--- src/rtl/ivt_pkg.sv ---
package ivt_pkg;

  typedef enum logic [1:0] {
    ACC_LATCH = 2'd0,
    ACC_LO    = 2'd1,
    ACC_HI    = 2'd2,
    ACC_WORD  = 2'd3
  } acc_e;

  localparam logic [1:0] CTRL_ADDR = 2'd3;
  localparam logic [1:0] RB_SEL    = 2'd3;

  function automatic logic [7:0] pack_status(logic out_lvl, acc_e acc,
                                              logic [2:0] mode, logic bcd);
    return {out_lvl, 1'b0, acc, mode, bcd};
  endfunction

endpackage

--- src/rtl/ivt_decode.sv ---
module ivt_decode #(
  parameter int NCH = 3,
  parameter int DW  = 8,
  localparam int AW = 2
) (
  input  logic [AW-1:0]  addr,
  input  logic           wr_en,
  input  logic           rd_en,
  input  logic [DW-1:0]  wdata,
  output logic [NCH-1:0] ctl_we,
  output logic [NCH-1:0] data_we,
  output logic [NCH-1:0] data_re,
  output logic [NCH-1:0] cnt_req,
  output logic [NCH-1:0] st_req
);
  import ivt_pkg::*;

  logic ctl_wr;
  logic rb_cmd;
  logic acc_zero;

  always_comb begin
    ctl_wr   = wr_en && (addr == CTRL_ADDR);
    rb_cmd   = ctl_wr && (wdata[7:6] == RB_SEL);
    acc_zero = (wdata[5:4] == ACC_LATCH);
    for (int i = 0; i < NCH; i++) begin
      ctl_we[i]  = ctl_wr && (wdata[7:6] == 2'(i)) && !acc_zero;
      data_we[i] = wr_en && (addr == 2'(i));
      data_re[i] = rd_en && (addr == 2'(i));
      cnt_req[i] = (ctl_wr && (wdata[7:6] == 2'(i)) && acc_zero) ||
                   (rb_cmd && wdata[i+1] && !wdata[5]);
      st_req[i]  = rb_cmd && wdata[i+1] && !wdata[4];
    end
  end

endmodule

--- src/rtl/ivt_chan.sv ---
module ivt_chan #(
  parameter int DW = 8,
  localparam int CW = 2 * DW
) (
  input  logic          clk,
  input  logic          rst_n,
  input  logic          ctl_we,
  input  logic          data_we,
  input  logic          data_re,
  input  logic          cnt_req,
  input  logic          st_req,
  input  logic [DW-1:0] wdata,
  input  logic [CW-1:0] live_cnt,
  input  logic          out_lvl,
  output logic [DW-1:0] rd_byte,
  output logic [2:0]    cfg_mode,
  output logic [1:0]    cfg_acc,
  output logic          cfg_bcd,
  output logic [CW-1:0] init_val,
  output logic          load_pulse,
  output logic          ctrl_pulse
);
  import ivt_pkg::*;

  logic [2:0]    mode_q, mode_n;
  acc_e          acc_q, acc_n;
  logic          bcd_q, bcd_n;
  logic          wpend_q, wpend_n;
  logic [DW-1:0] wlow_q, wlow_n;
  logic          rhi_q, rhi_n;
  logic          cl_vld_q, cl_vld_n;
  logic          cl_hi_q, cl_hi_n;
  logic          cl_two_q, cl_two_n;
  logic [CW-1:0] cl_val_q, cl_val_n;
  logic          sl_vld_q, sl_vld_n;
  logic [DW-1:0] sl_val_q, sl_val_n;
  logic [CW-1:0] init_q, init_n;
  logic          load_q, load_n;
  logic          ctrl_q, ctrl_n;

  // read byte selection: status, then frozen count, then live count
  always_comb begin
    if (sl_vld_q) begin
      rd_byte = sl_val_q;
    end else if (cl_vld_q) begin
      rd_byte = cl_hi_q ? cl_val_q[CW-1:DW] : cl_val_q[DW-1:0];
    end else begin
      unique case (acc_q)
        ACC_HI:   rd_byte = live_cnt[CW-1:DW];
        ACC_WORD: rd_byte = rhi_q ? live_cnt[CW-1:DW] : live_cnt[DW-1:0];
        default:  rd_byte = live_cnt[DW-1:0];
      endcase
    end
  end

  // next-state logic
  always_comb begin
    mode_n   = mode_q;
    acc_n    = acc_q;
    bcd_n    = bcd_q;
    wpend_n  = wpend_q;
    wlow_n   = wlow_q;
    rhi_n    = rhi_q;
    cl_vld_n = cl_vld_q;
    cl_hi_n  = cl_hi_q;
    cl_two_n = cl_two_q;
    cl_val_n = cl_val_q;
    sl_vld_n = sl_vld_q;
    sl_val_n = sl_val_q;
    init_n   = init_q;
    load_n   = 1'b0;
    ctrl_n   = 1'b0;

    if (ctl_we) begin
      mode_n  = wdata[3:1];
      acc_n   = acc_e'(wdata[5:4]);
      bcd_n   = wdata[0];
      wpend_n = 1'b0;
      rhi_n   = 1'b0;
      ctrl_n  = 1'b1;
    end

    if (data_we) begin
      unique case (acc_q)
        ACC_LO: begin
          init_n = {{DW{1'b0}}, wdata};
          load_n = 1'b1;
        end
        ACC_HI: begin
          init_n = {wdata, {DW{1'b0}}};
          load_n = 1'b1;
        end
        ACC_WORD: begin
          if (wpend_q) begin
            init_n  = {wdata, wlow_q};
            load_n  = 1'b1;
            wpend_n = 1'b0;
          end else begin
            wlow_n  = wdata;
            wpend_n = 1'b1;
          end
        end
        default: ;
      endcase
    end

    if (data_re) begin
      if (sl_vld_q) begin
        sl_vld_n = 1'b0;
      end else if (cl_vld_q) begin
        if (cl_two_q && !cl_hi_q) begin
          cl_hi_n = 1'b1;
        end else begin
          cl_vld_n = 1'b0;
        end
      end else if (acc_q == ACC_WORD) begin
        rhi_n = !rhi_q;
      end
    end

    if (cnt_req && !cl_vld_q) begin
      cl_vld_n = 1'b1;
      cl_val_n = live_cnt;
      cl_two_n = (acc_q == ACC_WORD);
      cl_hi_n  = (acc_q == ACC_HI);
    end

    if (st_req && !sl_vld_q) begin
      sl_vld_n = 1'b1;
      sl_val_n = pack_status(out_lvl, acc_q, mode_q, bcd_q);
    end
  end

  // state registers
  always_ff @(posedge clk or negedge rst_n) begin
    if (!rst_n) begin
      mode_q   <= 3'd0;
      acc_q    <= ACC_WORD;
      bcd_q    <= 1'b0;
      wpend_q  <= 1'b0;
      wlow_q   <= '0;
      rhi_q    <= 1'b0;
      cl_vld_q <= 1'b0;
      cl_hi_q  <= 1'b0;
      cl_two_q <= 1'b0;
      cl_val_q <= '0;
      sl_vld_q <= 1'b0;
      sl_val_q <= '0;
      init_q   <= '0;
      load_q   <= 1'b0;
      ctrl_q   <= 1'b0;
    end else begin
      mode_q   <= mode_n;
      acc_q    <= acc_n;
      bcd_q    <= bcd_n;
      wpend_q  <= wpend_n;
      wlow_q   <= wlow_n;
      rhi_q    <= rhi_n;
      cl_vld_q <= cl_vld_n;
      cl_hi_q  <= cl_hi_n;
      cl_two_q <= cl_two_n;
      cl_val_q <= cl_val_n;
      sl_vld_q <= sl_vld_n;
      sl_val_q <= sl_val_n;
      init_q   <= init_n;
      load_q   <= load_n;
      ctrl_q   <= ctrl_n;
    end
  end

  assign cfg_mode   = mode_q;
  assign cfg_acc    = acc_q;
  assign cfg_bcd    = bcd_q;
  assign init_val   = init_q;
  assign load_pulse = load_q;
  assign ctrl_pulse = ctrl_q;

endmodule

--- src/rtl/ivt_rdmux.sv ---
module ivt_rdmux #(
  parameter int NCH = 3,
  parameter int DW  = 8,
  localparam int AW = 2
) (
  input  logic [AW-1:0]     addr,
  input  logic [NCH*DW-1:0] ch_bytes,
  output logic [DW-1:0]     rdata
);

  always_comb begin
    rdata = {DW{1'b1}};
    for (int i = 0; i < NCH; i++) begin
      if (addr == AW'(i)) rdata = ch_bytes[i*DW +: DW];
    end
  end

endmodule

--- src/rtl/ivt_regif.sv ---
module ivt_regif #(
  parameter int NCH = 3,
  parameter int DW  = 8,
  localparam int CW = 2 * DW,
  localparam int AW = 2
) (
  input  logic              clk,
  input  logic              rst_n,
  input  logic [AW-1:0]     addr,
  input  logic              wr_en,
  input  logic              rd_en,
  input  logic [DW-1:0]     wdata,
  output logic [DW-1:0]     rdata,
  input  logic [NCH*CW-1:0] live_cnt,
  input  logic [NCH-1:0]    ch_out,
  output logic [NCH*3-1:0]  cfg_mode,
  output logic [NCH*2-1:0]  cfg_acc,
  output logic [NCH-1:0]    cfg_bcd,
  output logic [NCH*CW-1:0] init_val,
  output logic [NCH-1:0]    load_pulse,
  output logic [NCH-1:0]    ctrl_pulse
);

  logic [NCH-1:0]    ctl_we, data_we, data_re, cnt_req, st_req;
  logic [NCH*DW-1:0] ch_bytes;

  ivt_decode #(.NCH(NCH), .DW(DW)) u_dec (
    .addr    (addr),
    .wr_en   (wr_en),
    .rd_en   (rd_en),
    .wdata   (wdata),
    .ctl_we  (ctl_we),
    .data_we (data_we),
    .data_re (data_re),
    .cnt_req (cnt_req),
    .st_req  (st_req)
  );

  for (genvar g = 0; g < NCH; g++) begin : g_ch
    ivt_chan #(.DW(DW)) u_ch (
      .clk        (clk),
      .rst_n      (rst_n),
      .ctl_we     (ctl_we[g]),
      .data_we    (data_we[g]),
      .data_re    (data_re[g]),
      .cnt_req    (cnt_req[g]),
      .st_req     (st_req[g]),
      .wdata      (wdata),
      .live_cnt   (live_cnt[g*CW +: CW]),
      .out_lvl    (ch_out[g]),
      .rd_byte    (ch_bytes[g*DW +: DW]),
      .cfg_mode   (cfg_mode[g*3 +: 3]),
      .cfg_acc    (cfg_acc[g*2 +: 2]),
      .cfg_bcd    (cfg_bcd[g]),
      .init_val   (init_val[g*CW +: CW]),
      .load_pulse (load_pulse[g]),
      .ctrl_pulse (ctrl_pulse[g])
    );
  end

  ivt_rdmux #(.NCH(NCH), .DW(DW)) u_mux (
    .addr     (addr),
    .ch_bytes (ch_bytes),
    .rdata    (rdata)
  );

endmodule

--- config.mk ---
export PLATFORM = sky130hd
export DESIGN_NAME = ivt_regif
export DESIGN_NICKNAME = d
export VERILOG_FILES = /design/src/rtl/ivt_pkg.sv /design/src/rtl/ivt_decode.sv /design/src/rtl/ivt_chan.sv /design/src/rtl/ivt_rdmux.sv /design/src/rtl/ivt_regif.sv
export SDC_FILE = /design/constraint.sdc
export NUM_CORES = 1
export LEC_CHECK = 0
export BUFFER_PORTS_ARGS = -buffer_cell sky130_fd_sc_hd__buf_4
export CORE_ASPECT_RATIO = 1.4
export CORE_MARGIN = 2
export CORE_UTILIZATION = 43
export DETAILED_ROUTE_END_ITERATION = 6
export GPL_TIMING_DRIVEN = 0
export PLACE_DENSITY = 0.73
export SETUP_SLACK_MARGIN = 0.3
export SYNTH_ARGS = -nofsm -noshare
export SYNTH_HDL_FRONTEND = slang
export SYNTH_HIERARCHICAL = 1
export SYNTH_SLANG_ARGS = --single-unit
--- constraint.sdc ---
create_clock -name clk -period 3.5 [get_ports clk]
set_input_delay 0.525 -clock clk [delete_from_list [all_inputs] [get_ports clk]]
set_output_delay 0.525 -clock clk [all_outputs]
set_load 0.03 [all_outputs]
* Yosys cells after proc, flatten, opt, wreduce, memory -nomap -nowiden
Index checks and enable logic that the tools add are counted.
** Cells by class
- $add $sub $neg :: 0
- Multipliers :: 0
- Div/mod/pow operators :: 0
- Order comparisons :: 0
- Eq/ne operators :: 21
- Shifts and indexed selects :: 0
- Multiplexer cells :: 99
- Bitwise gates (word level) :: 3
- Reductions and logical operators :: 86
** Operator list (count)
- $pmux 16 s3 :: 3
- $mux 8 :: 15
- $mux 1 :: 72
- $mux 16 :: 3
- $pmux 8 s2 :: 3
- $logic_and 1x1->1 :: 35
- $reduce_bool 2->1 :: 12
- $eq 2x2->1 const B :: 10
- $reduce_and 3->1 :: 6
- $logic_not 1->1 :: 15
- $reduce_and 4->1 :: 3
- $eq 2x1->1 const B :: 5
- $reduce_bool 3->1 :: 3
- $logic_not 2->1 :: 3
- $ne 2x1->1 const B :: 3
- $ne 2x2->1 const B :: 3
- $pmux 1 s2 :: 3
- $reduce_and 2->1 :: 3
- $reduce_or 2->1 :: 3
- $logic_or 1x1->1 :: 3
- $not 1->1 :: 3
** Storage, ports and cells
- Register bits after elaboration :: 183
- Bits in latches :: 0
- RAM bits :: 0
- Bits in read-only memories :: 0
- Input bits :: 65
- Logic and storage cells :: 254
- Memories kept :: 0

* Depth between registers and ports, before layout
Gate-level depths: netlist of the first run.
- Depth in word-level cells :: 9
- Mapped depth :: 8
- Mapped depth without buffers :: 7

* By module
The synthesis of the first run kept the hierarchy.
** By module, submodules not included
- ivt_chan (g_ch[0].u_ch ...) :: times used 2, cells an instance 238, area each 2829.0 µm², sequential area each 1529.0 µm²
- ivt_chan (g_ch[2].u_ch) :: times used 1, cells an instance 227, area each 2922.8 µm², sequential area each 1529.0 µm²
- ivt_rdmux :: times used 1, cells an instance 20, area each 191.4 µm², sequential area each 0.0 µm²
- ivt_decode :: times used 1, cells an instance 29, area each 188.9 µm², sequential area each 0.0 µm²

* Worst setup path before layout of the first run
No wires, ideal clock.
- Path kind :: reg2out
- From :: register g_ch[1].u_ch.acc_q[0]
- To :: output rdata[5]
- Data arrival time :: 2.250 ns
- Data required time :: 2.975 ns
- Setup slack :: 0.725 ns
- Stages on the path, launching flop included :: 9
- Cells stage by stage :: dfstp_2 -> inv_1 -> ha_1 -> buf_2 -> mux2i_1 -> a21oi_1 -> a222oi_1 -> mux2_1 -> o22a_1
** On the way
- Word-level cells in the longest chain between the ends :: 6
- Elaborated cells on any way between the ends :: 7
** Ends and longest elaborated chain
- start: declaration :: RTL line ivt_chan.sv:26 : acc_e acc_q, acc_n;
- start signal: assignment :: RTL line ivt_chan.sv:154 : acc_q <= acc_n;
- $eq 2x2->1 :: RTL line ivt_chan.sv:48 : unique case (acc_q)
- $pmux 8 s2 (*) :: RTL line ivt_chan.sv:48
- $mux 8 (*) :: RTL line ivt_chan.sv:45 : end else if (cl_vld_q) begin
- $mux 8 (*) :: RTL line ivt_chan.sv:43 : if (sl_vld_q) begin
- net ch_bytes[13] :: RTL line ivt_regif.sv:25 : logic [NCH*DW-1:0] ch_bytes;
- $mux 8 (*) (2 in a row) :: RTL line ivt_rdmux.sv:14 : if (addr == AW'(i)) rdata = ch_bytes[i*DW +: DW];
- end: declaration :: RTL line ivt_regif.sv:13 : output logic [DW-1:0] rdata,
Mark *: on every way through the listed nets, which the timed path passes. The rest lies on a longest branch.

* Worst setup path after layout of the first run
- From :: register g_ch[1].u_ch.acc_q[1]
- To :: output rdata[7]
The elaborated chain is that of the path after synthesis.

==> results.yml, run 1 <==
setup_path:
  endpoint_kind: "primary output"
  crit_buf_inv: 2
  required_ns: 2.97
  critPathArrivalTime_ns: 2.71
  crit_fanout: 7
  setup.worst_path.class: "reg -> out"
  path_delay_family: "flip-flops"
  path_cells: "ha_4 > mux2i_4 > buf_4 > a21oi_2 > a222oi_1 > mux2_4 > o22a_1 > buf_6"
  reg2reg_slack_ns: 1.47
  max_stage_delay_ns: 0.69
  cp_slowest_cell: "dfstp_2"
  startpoint_type: "flip-flop"
logic_synthesis:
  synth_mux_area_frac: 0.186
  synth_compound_area_frac: 0.141
  ys_async_sr_fraction: 1.00
  ys_seq_area_frac: 0.512
  synth_top_family_by_area: "multiplexers"
  syn-cell-area_um2: 8960
  synth_edf_count: 0
  synth_fp_nets: 832
  synth-simple-area-share: 0.0955
  synth_xor_area_frac: 0
  ys_ff_latch: 183
  yosys.area_share.adder: 0.0209
  syn_inst: 752
  syn_avg_cell_area_um2: 11.9
  yosysWarnings: 6
  synth_cell_types: 51
  ys.flop_type: "dfrtp_1"
global_routing:
  grt_overflow_total: 0
  grt_util_all_layers: 0.206
  antenna_found_initial: 0
  grt_max_degree: 121
  grt_pass1_vias: 6659
  grt_pass1_wl_um: 35500
placed_design:
  port_buffers: 144
  dp_slack_ns: 0.273
  finalWeightedCongestion: 0.889
  dp_hpwl_um: 16600
route:
  ant_nets: 0
  vias_per_cell: 5.56
  wl_per_cell_um: 19.5
  drt-initial-drc-count: 596
  firstDrtPassIters: 7
  drc: 0
  vias: 6650
  totalWireLength_um: 23300
die:
  initial_utilization: 0.438
  core_area_um2: 20500
  io_pins: 145
  die_h_um: 175
  dieArea_um2: 22000
  fp-row-count: 62
  die_w_um: 126
clock_network:
  clk_pin_slew_worst_paths_ns: 0.07
  cts_tree: "yes"
  clk_latency_ns: 0.43
  cts-htree-levels: 4
  cts_root_buf: "clkbuf_16"
  clock-sinks: 183
  cts_inserted_buffers: 17
  clockBufferDepth: 2
timing:
  slew_headroom: 0.568
  grt_setup_unrepaired: "yes"
  period_minus_slack_ns: 3.24
  fin_crit_sh: 0.925
  fin_skew_ns: 0.00857
  setup_violations: 0
  finalWorstSetupSlack_ns: 0.263
  tightest_slew_ns: 0.647
  drv_slew: 0
  setup_tns_ns: 0
  hold_violations: 0
  max_clock_freq_mhz: 309
pwr:
  finalPower_w: 0.00847
  power_density_nw_per_um2: 749
  peakVddDrop_uv: 406
  p_leak_nw: 5.37
job:
  cap_violations: 0
cells_and_area:
  diodes: 0
  fillers: 1763
  drive_gt1_frac: 0.384
  area.growth.synth_to_final_pct: 26.1
  num-nets-final: 1010
outcome:
  run_status: "complete, no violations"
hold_path:
  hold_class: "in -> async"
## area by class of cell
class,count,area [µm²],share of cell area
buffer,36,223,0.0197
clock buffer,19,443,0.0392
clock inverter,10,124,0.0110
inverter,55,209,0.0185
multi-input combinational,478,4150,0.367
sequential,183,4590,0.406
tap,256,320,0.0283
timing repair buffer,159,1250,0.110
## final timing paths
path / startpoint / to / depth (start not counted)
min: rst_n / g_ch[0].u_ch/init_val[7] / 1
min in group clk: ch_out[0] / g_ch[0].u_ch/sl_val_q[7] / 3
max reg2reg: g_ch[1].u_ch/cfg_acc[1] / g_ch[1].u_ch/init_val[13] / 5
min reg2reg: g_ch[1].u_ch/cl_val_q[6] / g_ch[1].u_ch/cl_val_q[6] / 1
max: g_ch[1].u_ch/cfg_acc[1] / rdata[7] / 8
max in group asynchronous: rst_n / g_ch[2].u_ch/sl_val_q[5] / 2
## cells in the mapped netlist (2+ instances only)
cell         n  area, µm²
nand4bb_1    3       33.8
nor3b_1     19        143
o22a_1      11       96.3
a222oi_1    21        210
o21bai_1     3       22.5
a22o_1      31        272
mux2_2      80        901
a21o_1       4       30.0
nand2b_4     2       27.5
or2_2        6       37.5
dfrtp_1    177       4430
nand3_1     25        125
nor2_1      13       48.8
buf_2       12       60.1
buf_6        5       56.3
and3b_1      4       35.0
a41oi_1      3       26.3
nor2b_1      7       43.8
nand3b_1     8       60.1
a21oi_4      2       32.5
a31oi_1      2       12.5
or2_1        4       25.0
o21ai_0     37        185
ha_1        15        188
mux2_4      18        270
nor3_1       6       30.0
buf_4        3       22.5
nand2b_1     6       37.5
nand2_1     35        131
mux2_1       7       78.8
a2111oi_2    2       30.0
a2111oi_4    2       55.1
dfstp_2      6        158
a21oi_1     45        225
or3_1        3       18.8
inv_1       55        206
clkbuf_1    16       60.1
a211o_1      2       17.5
mux2i_1     40        400
## placed cells by master, fill, tap and decap left out, types with 24 or more instances in the layout
master and n:
a21oi_1 40, a22o_1 31, buf_4 155, dfrtp_1 177, inv_1 53, mux2_2 80
mux2_4 24, mux2i_1 38, nand2_1 35, nand3_1 25, o21ai_0 37
## repair_timing
action,4_1_cts,5_1_grt
gates resized for setup,30,27
hold buffers,0,0
setup endpoints to repair,7,8
setup buffers,6,8
gates cloned,0,0
pin swaps,8,14
## worst register-to-register path: stages, from the launching register on
cell	delay (ns)
dfstp_2	0.69
inv_1	0.11
ha_1	0.20
nand2b_1	0.25
a2111oi_4	0.50
a22o_1	0.22
## stage by stage
stage | utilization | hold slack (ns) | cells | cell area, µm²
3_5_place_dp | 0.508 | 0.489 | 1153 | 10400
3_3_place_gp | 0.506 | 0.481 | 1152 | 10400
5_1_grt | 0.552 | 0.0446 | 1196 | 11300
4_1_cts | 0.544 | 0.0269 | 1188 | 11100
2_1_floorplan | - | 0.229 | 752 | 8960
6_report | 0.552 | 0.0220 | 1196 | 11300
## power breakdown
group / switching [W] / internal (W) / leakage [nW]
clock: 0.000795 / 0.00107 / 0.272
sequential: 0.000417 / 0.00276 / 2.27
combinational: 0.00189 / 0.00154 / 2.83
## per-layer routing
layer	vias to the layer above	routed length, µm	GRT usage
li1	3084	-	-
met1	3340	9300	0.245
met2	185	12300	0.360
met3	41	921	0.0386
met4	0	736	0.0916
met5	-	0	0
## sequential cells by signal, summed over array words and instances, names as in the netlist
| signal | flops |
|---|---|
| g_ch.u_ch/cl_hi_q | 3 |
| g_ch.u_ch/sl_vld_q | 3 |
| g_ch.u_ch/wlow_q | 24 |
| g_ch.u_ch/wpend_q | 3 |
| g_ch.u_ch/load_pulse | 3 |
| g_ch.u_ch/ctrl_pulse | 3 |
| g_ch.u_ch/sl_val_q | 21 |
| g_ch.u_ch/rhi_q | 3 |
| g_ch.u_ch/cl_two_q | 3 |
| g_ch.u_ch/cfg_bcd | 3 |
| g_ch.u_ch/cfg_acc | 6 |
| g_ch.u_ch/cl_val_q | 48 |
| g_ch.u_ch/cl_vld_q | 3 |
| g_ch.u_ch/cfg_mode | 9 |
| g_ch.u_ch/init_val | 48 |
## cell families after synthesis
group           Yosys count
fa+ha+maj                15
compound gates          171
mux                     146
simple gates            146
buf+inv                  91
flops                   183
(Power assumes the default switching activity.)
==> run 2, diff against run 1 <==
--- a/config.mk
+++ b/config.mk
@@ -10,7 +10,6 @@
 export CORE_MARGIN = 2
 export CORE_UTILIZATION = 43
 export DETAILED_ROUTE_END_ITERATION = 6
-export GPL_TIMING_DRIVEN = 0
 export PLACE_DENSITY = 0.73
 export SETUP_SLACK_MARGIN = 0.3
 export SYNTH_ARGS = -nofsm -noshare
==> run 2 against run 1 <==
Against the previous run:
- the run now ends with DRC left
- highest routed layer unchanged
- total power shrank 2.5%
- critical endpoint is now rdata[0]
- die area is the same
- routed wire length shrank 1.5%
- design area shrank 2.0%
==> results.yml, run 2 (synthesis results as in run 1) <==
outcome:
  run_status: "finished, violations left"
  violations: "DRC"
cells_and_area:
  drive_gt1_frac: 0.371
  fin_util: 0.541
  multiInputGateArea_um2: 4100
  fillers: 1763
  num-nets-final: 980
  mostFrequentLayoutCell: "dfrtp_1"
  area.growth.synth_to_final_pct: 23.6
  layout_common_cells: "dfrtp_1, buf_4, mux2_2, inv_1, a21oi_1"
  fin_cells: 1168
  diodes: 0
  regArea_um2: 4590
setup_path:
  cp_slowest_cell: "dfstp_2"
  path_delay_family: "flip-flops"
  crit_buf_inv: 1
  endpoint_kind: "primary output"
  required_ns: 2.97
  setup.worst_path.class: "reg -> out"
  startpoint_type: "flip-flop"
  path_cells: "ha_4 > mux2i_4 > a21oi_1 > a222oi_1 > mux2_1 > o22a_1 > buf_4"
  max_stage_delay_ns: 0.62
  crit_fanout: 7
  critPathArrivalTime_ns: 2.63
timing:
  setup_tns_ns: 0
  max_clock_freq_mhz: 317
  fin_crit_sh: 0.901
  slew_headroom: 0.380
  period_minus_slack_ns: 3.15
  setup_violations: 0
  grt_setup_unrepaired: "yes"
  tightest_slew_ns: 0.928
  fin_skew_ns: 0.00975
  drv_slew: 0
  hold_violations: 0
pwr:
  finalPower_w: 0.00825
  combPwrFrac: 0.397
  p_seq_frac: 0.389
  peakVddDrop_uv: 427
  power_density_nw_per_um2: 745
  internal_power_w: 0.00521
  switching_power_w: 0.00305
  netSwitchingFraction: 0.369
  p_leak_nw: 5.27
  clockPowerShare: 0.214
clock_network:
  clockBufferDepth: 2
  clock-sinks: 183
  cts_root_buf: "clkbuf_16"
  clk_latency_ns: 0.43
  cts_inserted_buffers: 17
  cts-htree-levels: 4
  hold_buffers: 0
  cts_tree: "yes"
  clk_pin_slew_worst_paths_ns: 0.06
route:
  vias_per_cell: 5.60
  totalWireLength_um: 22900
  vias: 6538
  drt-initial-drc-count: 686
  wl_per_cell_um: 19.6
  drc: 17
  ant_nets: 0
  firstDrtPassIters: 7
global_routing:
  grt_overflow_total: 0
  grt_pass1_vias: 6554
  grt_pass1_wl_um: 35600
  antenna_found_initial: 0
  busiest_layer: "met2"
  met1_usage: 0.253
  grt_util_all_layers: 0.206
  grt_max_degree: 81
  grt_use_met2: 0.352
  grt.met3_usage: 0.0413
job:
  cap_violations: 0
placed_design:
  finalWeightedCongestion: 0.904
  place_inst: 1128
  port_buffers: 144
  dp_hpwl_um: 16400
die:
  fp-row-count: 62
  io_pins: 145
  initial_utilization: 0.438
  die_h_um: 175
  core_area_um2: 20500
  dieArea_um2: 22000
  die_w_um: 126
hold_path:
  hold_class: "in -> async"
[run 2: routing by layer]
metal	wire, µm	vias to the layer above
met5	0	-
met4	730	0
met3	1070	45
met2	12000	203
met1	9140	3252
li1	-	3038
[run 2: final timing paths]
check	slack, ns	to	startpoint	cells past startpoint
max	0.35	rdata[0]	g_ch[0].u_ch/cfg_acc[1]	7
min	0.13	g_ch[0].u_ch/init_val[13]	rst_n	1
max reg2reg	1.29	g_ch[0].u_ch/init_val[15]	g_ch[0].u_ch/cfg_acc[1]	7
min reg2reg	0.50	g_ch[0].u_ch/cl_val_q[6]	g_ch[0].u_ch/cl_val_q[6]	1
max in group asynchronous	2.49	g_ch[0].u_ch/cfg_acc[1]	rst_n	2
min in group clk	0.29	g_ch[2].u_ch/sl_val_q[7]	ch_out[2]	3
[run 2: timing repair]
item / in CTS / in global routing
gates resized for setup: 16 / 19
setup endpoints to repair: 8 / 8
buffers inserted: 0 / 8
gates cloned: 0 / 1
pin swaps: 2 / 10
[run 2: worst reg2reg max path: stages (launching register included)]
cell and delay, ns:
dfstp_2 0.62, buf_4 0.15, buf_4 0.10, inv_1 0.04, ha_1 0.16, nand2b_1 0.26, a2111oi_4 0.59, a22o_1 0.24
[run 2: layout make-up]
cell class              count  area share
clock buffers              21      0.0434
well taps                 256      0.0289
inverters                  55      0.0186
repair buffers            165       0.118
clock inverters            10     0.00644
flip-flops and latches    183       0.414
multi-input cells         478       0.370
[run 2: power groups by stage]
stage / logic, W / registers [W] / clock network, W
final: 0.00327 / 0.00321 / 0.00177
after floorplan: 0.00159 / 0.00365 / 0
after global routing: 0.00351 / 0.00328 / 0.00189
after CTS: 0.00317 / 0.00320 / 0.00181
after global placement: 0.00305 / 0.00320 / 0
after detailed placement: 0.00310 / 0.00322 / 0
[run 2: per-stage QoR]
stage	instance area (µm²)	setup slack (ns)	hold WS, ns
2_1_floorplan	8960	0.725	0.229
3_3_place_gp	10300	0.483	0.485
3_5_place_dp	10300	0.429	0.491
4_1_cts	10900	0.309	0.165
5_1_grt	11100	0.277	0.187
6_report	11100	0.346	0.133
==> run 3, diff against run 2 <==
--- a/config.mk
+++ b/config.mk
@@ -9,6 +9,7 @@
 export CORE_ASPECT_RATIO = 1.4
 export CORE_MARGIN = 2
 export CORE_UTILIZATION = 43
+export CTS_BUF_LIST = sky130_fd_sc_hd__clkbuf_8
 export DETAILED_ROUTE_END_ITERATION = 6
 export PLACE_DENSITY = 0.73
 export SETUP_SLACK_MARGIN = 0.3
==> run 3 against run 2 <==
Against the previous run:
- the run now ends clean
- die area stayed put
- clock power is 27% lower
- sequential cell count stayed put
- worst setup slack better by 0.029 ns
- clock skew is 0.0021 ns higher
- sequential power hardly changed
- non-clock buffer count is 2 lower
- first-iteration DRC count is 9.9% lower
- core utilization is 1.0 points lower
- register-to-register slack better by 0.08 ns
- fmax is 0.93% higher
- clock-buffer cell count stayed put
- critical path type unchanged
- largest power group unchanged
- highest routed layer unchanged
==> results.yml, run 3 (synthesis results as in run 1) <==
route:
  drt-initial-drc-count: 618
  ant_nets: 0
  vias_per_cell: 5.57
  wl_per_cell_um: 19.5
  drc: 0
  vias: 6492
  totalWireLength_um: 22700
  firstDrtPassIters: 7
cells_and_area:
  drive_gt1_frac: 0.371
  fin_util: 0.530
  diodes: 0
  num-nets-final: 978
  mostFrequentLayoutCell: "dfrtp_1"
  area.growth.synth_to_final_pct: 21.2
  layout_common_cells: "dfrtp_1, buf_4, mux2_2, inv_1, a21oi_1"
  final_area_um2: 10900
pwr:
  clockPowerShare: 0.167
  p_seq_frac: 0.413
  internal_power_w: 0.00477
  switching_power_w: 0.00297
  netSwitchingFraction: 0.384
  power_density_nw_per_um2: 714
  finalPower_w: 0.00775
  peakVddDrop_uv: 310
  combPwrFrac: 0.420
  p_leak_nw: 5.16
setup_path:
  endpoint_kind: "primary output"
  crit_fanout: 7
  max_stage_delay_ns: 0.60
  path_cells: "inv_2 > ha_4 > buf_4 > a21o_4 > nand3_1 > a222oi_1 > mux2_1 > o22a_1 > buf_4"
  cp_slowest_cell: "dfstp_2"
  path_delay_family: "flip-flops"
  critPathArrivalTime_ns: 2.60
  setup.worst_path.class: "reg -> out"
  crit_path_frequent_cell: "buf_4"
  cp.depth: 9
  worstRegToRegCells: 7
  reg2reg_slack_ns: 1.37
  crit_buf_inv: 3
  startpoint_type: "flip-flop"
  required_ns: 2.97
placed_design:
  dpl_cell_area_um2: 10300
  dp_hpwl_um: 16400
  finalWeightedCongestion: 0.904
  port_buffers: 144
  dp_slack_ns: 0.429
timing:
  fin_crit_sh: 0.893
  grt_setup_unrepaired: "yes"
  fin_skew_ns: 0.0119
  period_minus_slack_ns: 3.13
  tightest_slew_ns: 0.944
  finalWorstSetupSlack_ns: 0.375
  max_clock_freq_mhz: 320
  slew_headroom: 0.369
  drv_slew: 0
  setup_tns_ns: 0
  hold_violations: 0
  setup_violations: 0
job:
  cap_violations: 0
global_routing:
  grt_util_all_layers: 0.204
  grt_pass1_vias: 6552
  grt_max_degree: 81
  grt_overflow_total: 0
  grt_pass1_wl_um: 35300
  antenna_found_initial: 0
die:
  die_w_um: 126
  die_h_um: 175
  initial_utilization: 0.438
  fp-row-count: 62
  io_pins: 145
  dieArea_um2: 22000
  core_area_um2: 20500
clock_network:
  clk_latency_ns: 0.46
  cts_root_buf: "clkbuf_8"
  cts_tree: "yes"
  clockBufferDepth: 2
  clk_pin_slew_worst_paths_ns: 0.09
  cts-htree-levels: 4
  cts_inserted_buffers: 17
  clock-sinks: 183
hold_path:
  hold_class: "in -> async"
outcome:
  run_status: "complete, no violations"
-- run 3: changes by cell type in the layout (fill, tap and decap cells not counted), sizes merged --
cell | previous run | this run
buf | 164 | 163
clkbuf | 22 | 21
-- run 3: power by group through the flow --
| stage | sequential [W] | clock (W) | combinational, W |
|---|---|---|---|
| final | 0.00320 | 0.00129 | 0.00326 |
| after global routing | 0.00327 | 0.00141 | 0.00349 |
| after CTS | 0.00320 | 0.00134 | 0.00318 |
| after detailed placement | 0.00322 | 0 | 0.00310 |
| after global placement | 0.00320 | 0 | 0.00305 |
| after floorplan | 0.00365 | 0 | 0.00159 |
-- run 3: per-stage QoR --
stage	hold slack, ns	cells
after global routing	0.141	1166
after global placement	0.485	1128
final	0.108	1166
after floorplan	0.229	752
after CTS	0.118	1160
after detailed placement	0.491	1128
-- run 3: final cells by class --
class,count,area (µm²)
fillers,1806,9620
flip-flops and latches,183,4590
multi-input cells,478,4100
repair buffers,163,1280
well taps,256,320
clock buffers,21,289
inverters,55,206
clock inverters,10,71.3
-- run 3: worst paths after layout --
check                                               from                        end
worst max-delay path             g_ch[0].u_ch/cfg_acc[0]                   rdata[5]
worst min-delay path                               rst_n  g_ch[0].u_ch/init_val[13]
worst max register to register   g_ch[0].u_ch/cfg_acc[1]  g_ch[0].u_ch/init_val[15]
worst min register to register  g_ch[1].u_ch/cl_val_q[6]   g_ch[1].u_ch/cl_val_q[6]
max in group asynchronous                          rst_n    g_ch[0].u_ch/cfg_acc[1]
min in group clk                               ch_out[2]   g_ch[2].u_ch/sl_val_q[7]
-- run 3: routing by layer --
metal,track usage,part of all wire
met4,0.0907,0.033
met5,0,0
met1,0.251,0.41
met3,0.0401,0.042
met2,0.347,0.52
-- run 3: worst register-to-register path, cell delays in order, from the launching register on --
cell	delay (ns)
dfstp_2	0.60
buf_12	0.12
buf_4	0.11
inv_1	0.05
ha_1	0.16
nand2b_1	0.25
a2111oi_4	0.56
a22o_1	0.23
-- run 3: repair_timing --
| action | CTS | global route |
|---|---|---|
| hold buffers | 0 | 0 |
| setup buffers | 1 | 6 |
| pin swaps | 1 | 11 |
| hold endpoints to repair | 0 | 0 |
| setup endpoints to repair | 8 | 8 |
| gates resized for setup | 19 | 19 |
